<file path="config.mk">
export PLATFORM = sky130hd
export DESIGN_NAME = planar_write_path
export DESIGN_NICKNAME = d
export VERILOG_FILES = /design/src/rtl/planar_wr_pkg.sv /design/src/rtl/planar_idx_regs.sv /design/src/rtl/planar_rotator.sv /design/src/rtl/planar_plane_mix.sv /design/src/rtl/planar_write_path.sv
export SDC_FILE = /design/constraint.sdc
export NUM_CORES = 1
export LEC_CHECK = 0
export ABC_AREA = 1
export ABC_CLOCK_PERIOD_IN_PS = 2000
export BUFFER_PORTS_ARGS = -buffer_cell sky130_fd_sc_hd__buf_4
export CORE_ASPECT_RATIO = 0.9
export CORE_MARGIN = 4
export CORE_UTILIZATION = 51
export DETAILED_ROUTE_END_ITERATION = 10
export HOLD_SLACK_MARGIN = 0.08
export PLACE_DENSITY = 0.86
export SLEW_MARGIN = 20
export SYNTH_ARGS = -nofsm -noshare
export SYNTH_HDL_FRONTEND = slang
export SYNTH_SLANG_ARGS = --single-unit
export TNS_END_PERCENT = 5
</file>
<file path="constraint.sdc">
create_clock -name clk -period 2 [get_ports clk]
set_input_delay 0.1 -clock clk [delete_from_list [all_inputs] [get_ports clk]]
set_output_delay 0.1 -clock clk [all_outputs]
set_load 0.01 [all_outputs]
</file>
<file path="src/rtl/planar_wr_pkg.sv">
package planar_wr_pkg;
  typedef enum logic [1:0] {
    WMODE_SUBST  = 2'd0,
    WMODE_ONE    = 2'd1,
    WMODE_TWO    = 2'd2,
    WMODE_COLOUR = 2'd3
  } wmode_e;

  localparam int          IDX_W      = 8;
  localparam logic [7:0]  IDX_SETRST = 8'h00;
  localparam logic [7:0]  IDX_FILLEN = 8'h01;
endpackage

</file>
<file path="src/rtl/planar_idx_regs.sv">
module planar_idx_regs
  import planar_wr_pkg::*;
#(
  parameter int NPLANES = 4,
  parameter int DATA_W  = 8
) (
  input  logic               clk,
  input  logic               rst_n,
  input  logic               idx_we,
  input  logic               data_we,
  input  logic [DATA_W-1:0]  wdata,
  output logic [IDX_W-1:0]   idx_q,
  output logic [NPLANES-1:0] setrst_q,
  output logic [NPLANES-1:0] fillen_q,
  output logic [DATA_W-1:0]  rdata
);
  localparam int PAD_W = DATA_W - NPLANES;

  logic [IDX_W-1:0]   idx_d;
  logic [NPLANES-1:0] setrst_d;
  logic [NPLANES-1:0] fillen_d;
  logic               idx_en;
  logic               setrst_en;
  logic               fillen_en;

  // Clock enables
  always_comb begin
    idx_en    = idx_we;
    setrst_en = data_we && !idx_we && (idx_q == IDX_SETRST);
    fillen_en = data_we && !idx_we && (idx_q == IDX_FILLEN);
  end

  // Next state
  always_comb begin
    idx_d    = idx_q;
    setrst_d = setrst_q;
    fillen_d = fillen_q;
    if (idx_en)    idx_d    = wdata[IDX_W-1:0];
    if (setrst_en) setrst_d = wdata[NPLANES-1:0];
    if (fillen_en) fillen_d = wdata[NPLANES-1:0];
  end

  // State registers
  always_ff @(posedge clk or negedge rst_n) begin
    if (!rst_n) begin
      idx_q    <= '0;
      setrst_q <= '0;
      fillen_q <= '0;
    end else begin
      idx_q    <= idx_d;
      setrst_q <= setrst_d;
      fillen_q <= fillen_d;
    end
  end

  // Read port: upper bits always zero
  always_comb begin
    case (idx_q)
      IDX_SETRST: rdata = {{PAD_W{1'b0}}, setrst_q};
      IDX_FILLEN: rdata = {{PAD_W{1'b0}}, fillen_q};
      default:    rdata = '0;
    endcase
  end
endmodule

</file>
<file path="src/rtl/planar_rotator.sv">
module planar_rotator #(
  parameter int W   = 8,
  parameter int K_W = $clog2(W)
) (
  input  logic [W-1:0]   din,
  input  logic [K_W-1:0] cnt,
  output logic [W-1:0]   dout
);
  // Right rotate: output bit i takes input bit (i+cnt) mod W
  always_comb begin
    for (int i = 0; i < W; i++) begin
      dout[i] = din[(i + int'(cnt)) % W];
    end
  end
endmodule

</file>
<file path="src/rtl/planar_plane_mix.sv">
module planar_plane_mix
  import planar_wr_pkg::*;
#(
  parameter int W = 8
) (
  input  wmode_e       mode,
  input  logic         fill_en,
  input  logic         fill_bit,
  input  logic [W-1:0] rot,
  input  logic [W-1:0] bit_mask,
  input  logic [W-1:0] latch,
  output logic [W-1:0] dout
);
  logic [W-1:0] src;
  logic [W-1:0] mask;

  always_comb begin
    src  = latch;
    mask = '0;
    unique case (mode)
      WMODE_SUBST: begin
        src  = fill_en ? {W{fill_bit}} : rot;
        mask = bit_mask;
      end
      WMODE_COLOUR: begin
        src  = {W{fill_bit}};
        mask = rot & bit_mask;
      end
      default: begin
        src  = latch;
        mask = '0;
      end
    endcase
  end

  assign dout = (src & mask) | (latch & ~mask);
endmodule

</file>
<file path="src/rtl/planar_write_path.sv">
module planar_write_path
  import planar_wr_pkg::*;
#(
  parameter int NPLANES = 4,
  parameter int BYTE_W  = 8,
  localparam int ROT_W  = $clog2(BYTE_W),
  localparam int BUS_W  = NPLANES * BYTE_W
) (
  input  logic               clk,
  input  logic               rst_n,
  input  logic               reg_idx_we,
  input  logic               reg_data_we,
  input  logic [BYTE_W-1:0]  reg_wdata,
  output logic [BYTE_W-1:0]  reg_rdata,
  input  logic               cpu_we,
  input  logic [BYTE_W-1:0]  cpu_data,
  input  logic [1:0]         write_mode,
  input  logic [ROT_W-1:0]   rotate_cnt,
  input  logic [BYTE_W-1:0]  bit_mask,
  input  logic [BUS_W-1:0]   plane_latch,
  input  logic [NPLANES-1:0] plane_en,
  output logic [BUS_W-1:0]   plane_data,
  output logic [NPLANES-1:0] plane_strobe
);
  logic [IDX_W-1:0]   idx_q;
  logic [NPLANES-1:0] setrst_q;
  logic [NPLANES-1:0] fillen_q;
  logic [BYTE_W-1:0]  rot_data;
  wmode_e             mode;
  logic               mode_ok;

  assign mode = wmode_e'(write_mode);

  planar_idx_regs #(.NPLANES(NPLANES), .DATA_W(BYTE_W)) u_regs (
    .clk      (clk),
    .rst_n    (rst_n),
    .idx_we   (reg_idx_we),
    .data_we  (reg_data_we),
    .wdata    (reg_wdata),
    .idx_q    (idx_q),
    .setrst_q (setrst_q),
    .fillen_q (fillen_q),
    .rdata    (reg_rdata)
  );

  planar_rotator #(.W(BYTE_W)) u_rot (
    .din  (cpu_data),
    .cnt  (rotate_cnt),
    .dout (rot_data)
  );

  for (genvar p = 0; p < NPLANES; p++) begin : g_plane
    planar_plane_mix #(.W(BYTE_W)) u_mix (
      .mode     (mode),
      .fill_en  (fillen_q[p]),
      .fill_bit (setrst_q[p]),
      .rot      (rot_data),
      .bit_mask (bit_mask),
      .latch    (plane_latch[p*BYTE_W +: BYTE_W]),
      .dout     (plane_data[p*BYTE_W +: BYTE_W])
    );
  end

  always_comb begin
    mode_ok      = (mode == WMODE_SUBST) || (mode == WMODE_COLOUR);
    plane_strobe = (cpu_we && mode_ok) ? plane_en : '0;
  end
endmodule

</file>
==> metrics.log <==
[metrics] Max Fclk: 0.556 GHz
[metrics] number of nets in the layout: 611
[metrics] number of vias after detailed routing: 3,190
[metrics] area share of the largest cell type after synthesis: 0.172
[metrics] clock edge transition at the registers on the reported setup and hold paths: 60 ps
[metrics] Worst Max-Slew Pin Slew: 511 ps
[metrics] most used standard cell by instance count after synthesis: sky130_fd_sc_hd__nand2_1
[metrics] clock sinks: 16
[metrics] worst slew margin relative to its limit: 0.658
[metrics] CTS tree: done
[metrics] largest cells by area after synthesis: sky130_fd_sc_hd__dfrtp_1, sky130_fd_sc_hd__nand2_1, sky130_fd_sc_hd__nand3_1, sky130_fd_sc_hd__a21oi_1, sky130_fd_sc_hd__nor2_1
[metrics] die footprint: 5710 um^2
[metrics] unrepaired setup endpoints after global routing: no
[metrics] detailed-route DRC error count: 0
[metrics] worst hold slack: 75.6 ps
[metrics] number of maximum-capacitance violations: 0
[metrics] startpoint of the worst setup timing path: rotate_cnt[0]
[metrics] wire length of the first global-routing pass: 13,000 um
[metrics] minimum clock period after layout: 1800 ps
[metrics] top cell type by total area after synthesis: sky130_fd_sc_hd__dfrtp_1
[metrics] Power Density: 423 nW/um^2
[metrics] post-route fraction of the period consumed by the critical path: 0.899
[metrics] sequential area share after synthesis: 0.172
[metrics] antenna diode count: 0
[metrics] number of buffers inserted for hold repair after clock tree synthesis: 7
[metrics] Port Buffers: 109
[metrics] hold path startpoint: reg_wdata[4]
[metrics] post-layout utilization of the core: 0.743
[metrics] routed length per instance: 13.5 um
[metrics] # IOs: 114
[metrics] mean cell area of the mapped netlist: 5.49 um^2
[metrics] clock latency at the later pin of the worst-skew pair: 250 ps
[metrics] Worst Path Max Fanout: 10
[metrics] Worst Path Required: 1900 ps
[metrics] type of element capturing the critical path: output pin
[metrics] deepest clock path buffer count: 2
[metrics] clock buffers created by TritonCTS: 3
[metrics] Post-CTS Setup Bufs: 0
[metrics] fill cell instance count of the final layout: 375
[metrics] arrival time worst endpoint: 1700 ps
[metrics] initial standard-cell utilization of the core: 0.525
[metrics] number of enable-type register cells in the synthesized netlist: 0
[metrics] layout cell share with drive strength beyond 1: 0.282
[metrics] result of the run: complete, no violations
[metrics] total count of hold-check failures in the final report: 0
[metrics] pin count of the biggest net entering global routing: 41
[metrics] HPWL after detailed placement: 6090 um
[metrics] count of mapped cells out of synthesis: 424
[metrics] number of flip-flops and latches in the synthesized netlist: 16
[metrics] Crit Reg-Reg Startpoint: u_regs.idx_q[3]$_DFFE_PN0P_
[metrics] H-tree level count: 1
[metrics] main flop type after synthesis: sky130_fd_sc_hd__dfrtp_1
[metrics] initial drt markers: 397
[metrics] Synth-to-Final Area Change: 41.4%
[metrics] Async S/R FF share, synth: 1.00
[metrics] critical path startpoint category: input pin
[metrics] chip width: 79.2 um
[metrics] worst hold-check path type: input pin to flop
[metrics] number of iterations in the first detailed-routing pass: 6
[metrics] # rows: 23
[metrics] Vias per Instance: 5.34
[metrics] antenna-violating nets left: 0
[metrics] setup total negative slack: 0 ps
[metrics] worst vdd rail ir drop: 0.572 mV
[metrics] final slew viol count: 0
[metrics] leakage power of the design: 1.76 nW
[metrics] Resize count post-CTS: 0
[metrics] vias in the first global route: 2,874
[metrics] height of the die: 72.1 um
[metrics] final setup violation count: 0
[metrics] core area: 4430 um^2
[metrics] All-Layer GR Usage: 0.280
[metrics] detailed-route wire length: 8060 um
[metrics] RD Place Congestion: 0.941
[metrics] post-synthesis cell area: 2330 um^2
[metrics] Overall Power: 1.39 mW
[metrics] antenna violations before repair: 0
[metrics] clock root buffer master: sky130_fd_sc_hd__clkbuf_8
[metrics] commonest cells in the netlist: sky130_fd_sc_hd__nand2_1, sky130_fd_sc_hd__nor2_1, sky130_fd_sc_hd__nand3_1, sky130_fd_sc_hd__a21oi_1, sky130_fd_sc_hd__inv_1
[metrics] number of warning messages in the yosys log: 0
[metrics] critical setup path kind: input pin to output pin
[metrics] setup clock skew after layout: 1.67 ps
[metrics] count of distinct cell types in the synthesized netlist: 22
[metrics] Remaining Overflow, GRT: 0
power breakdown:
| group | internal (mW) | leakage [nW] | switching [mW] |
|---|---|---|---|
| registers | 0.357 | 0.207 | 0.0225 |
| logic | 0.329 | 1.53 | 0.451 |
| clock network | 0.133 | 0.0216 | 0.0998 |
state kept, by name (all words and copies together) (netlist names):
register,cells
u_regs.setrst_q,4
u_regs.fillen_q,4
u_regs.idx_q,8
routing by layer:
layer | global-route usage | routed length (um) | up-vias
met5 | 0 | 0 | -
met4 | 0.0954 | 130 | 0
met2 | 0.471 | 3870 | 144
met1 | 0.370 | 3420 | 1429
li1 | - | - | 1602
met3 | 0.0385 | 638 | 15
worst max-delay path, stage by stage:
cell	delay (ps)
sky130_fd_sc_hd__buf_4	160
sky130_fd_sc_hd__inv_8	60
sky130_fd_sc_hd__ha_1	350
sky130_fd_sc_hd__inv_1	100
sky130_fd_sc_hd__nand3_1	110
sky130_fd_sc_hd__nand3_1	90
sky130_fd_sc_hd__nand2_2	130
sky130_fd_sc_hd__nand2_2	80
sky130_fd_sc_hd__nand2_4	110
sky130_fd_sc_hd__nand3_1	80
sky130_fd_sc_hd__nor2_1	120
sky130_fd_sc_hd__nor2_1	60
sky130_fd_sc_hd__buf_4	140
layout by cell type (no fill, tap or decap), drive strengths merged:
| cell type | Yosys | layout |
|---|---|---|
| nor3 | 2 | 2 |
| dlygate4sd3 | 0 | 7 |
| clkbuf | 5 | 3 |
| nand3 | 65 | 65 |
| buf | 8 | 111 |
| a21oi | 64 | 64 |
| nor2 | 77 | 77 |
| conb | 1 | 4 |
| ha | 4 | 4 |
| nand4 | 1 | 1 |
| dfrtp | 16 | 16 |
| clkinv | 4 | 4 |
| inv | 36 | 36 |
| o21ai | 20 | 20 |
| nand2 | 121 | 121 |
worst paths after layout:
| kind | depth (start not counted) | endpoint | slack [ps] |
|---|---|---|---|
| setup / recovery | 13 | plane_data[17] | 200 |
| setup reg to reg | 6 | u_regs.setrst_q[3]$_DFFE_PN0P_ | 470 |
| hold reg to reg | 2 | u_regs.fillen_q[0]$_DFFE_PN0P_ | 530 |
| min in group asynchronous | 2 | u_regs.setrst_q[2]$_DFFE_PN0P_ | 240 |
| max in group asynchronous | 2 | u_regs.idx_q[5]$_DFFE_PN0P_ | 1580 |
| hold / removal | 3 | u_regs.idx_q[4]$_DFFE_PN0P_ | 80 |
cell type report:
type / count / area [um^2] / share of cell area
clock buffers: 3 / 41.3 / 0.0125
inverters: 40 / 160 / 0.0487
repair buffers: 118 / 916 / 0.278
flip-flops and latches: 16 / 400 / 0.122
well taps: 62 / 77.6 / 0.0236
multi-input cells: 358 / 1700 / 0.515
stage by stage:
step | setup WS, ps | std cells | cell area, um^2
after CTS | 222 | 597 | 3290
after detailed placement | 228 | 587 | 3180
final | 202 | 597 | 3290
after global routing | 31.8 | 597 | 3290
after floorplan | 514 | 427 | 2340
after global placement | 259 | 587 | 3180
cell families (layout without fill, tap and decap cells):
group	count (synthesis)	count (layout)	share of synthesized area
other	1	4	0.00161
and+or+nand+nor	266	266	0.520
buffers and inverters	53	161	0.104
adders and majority gates	4	4	0.0215
DFF	16	16	0.172
AOI/OAI and AO/OA	84	84	0.181
(Power assumes the default switching activity.)
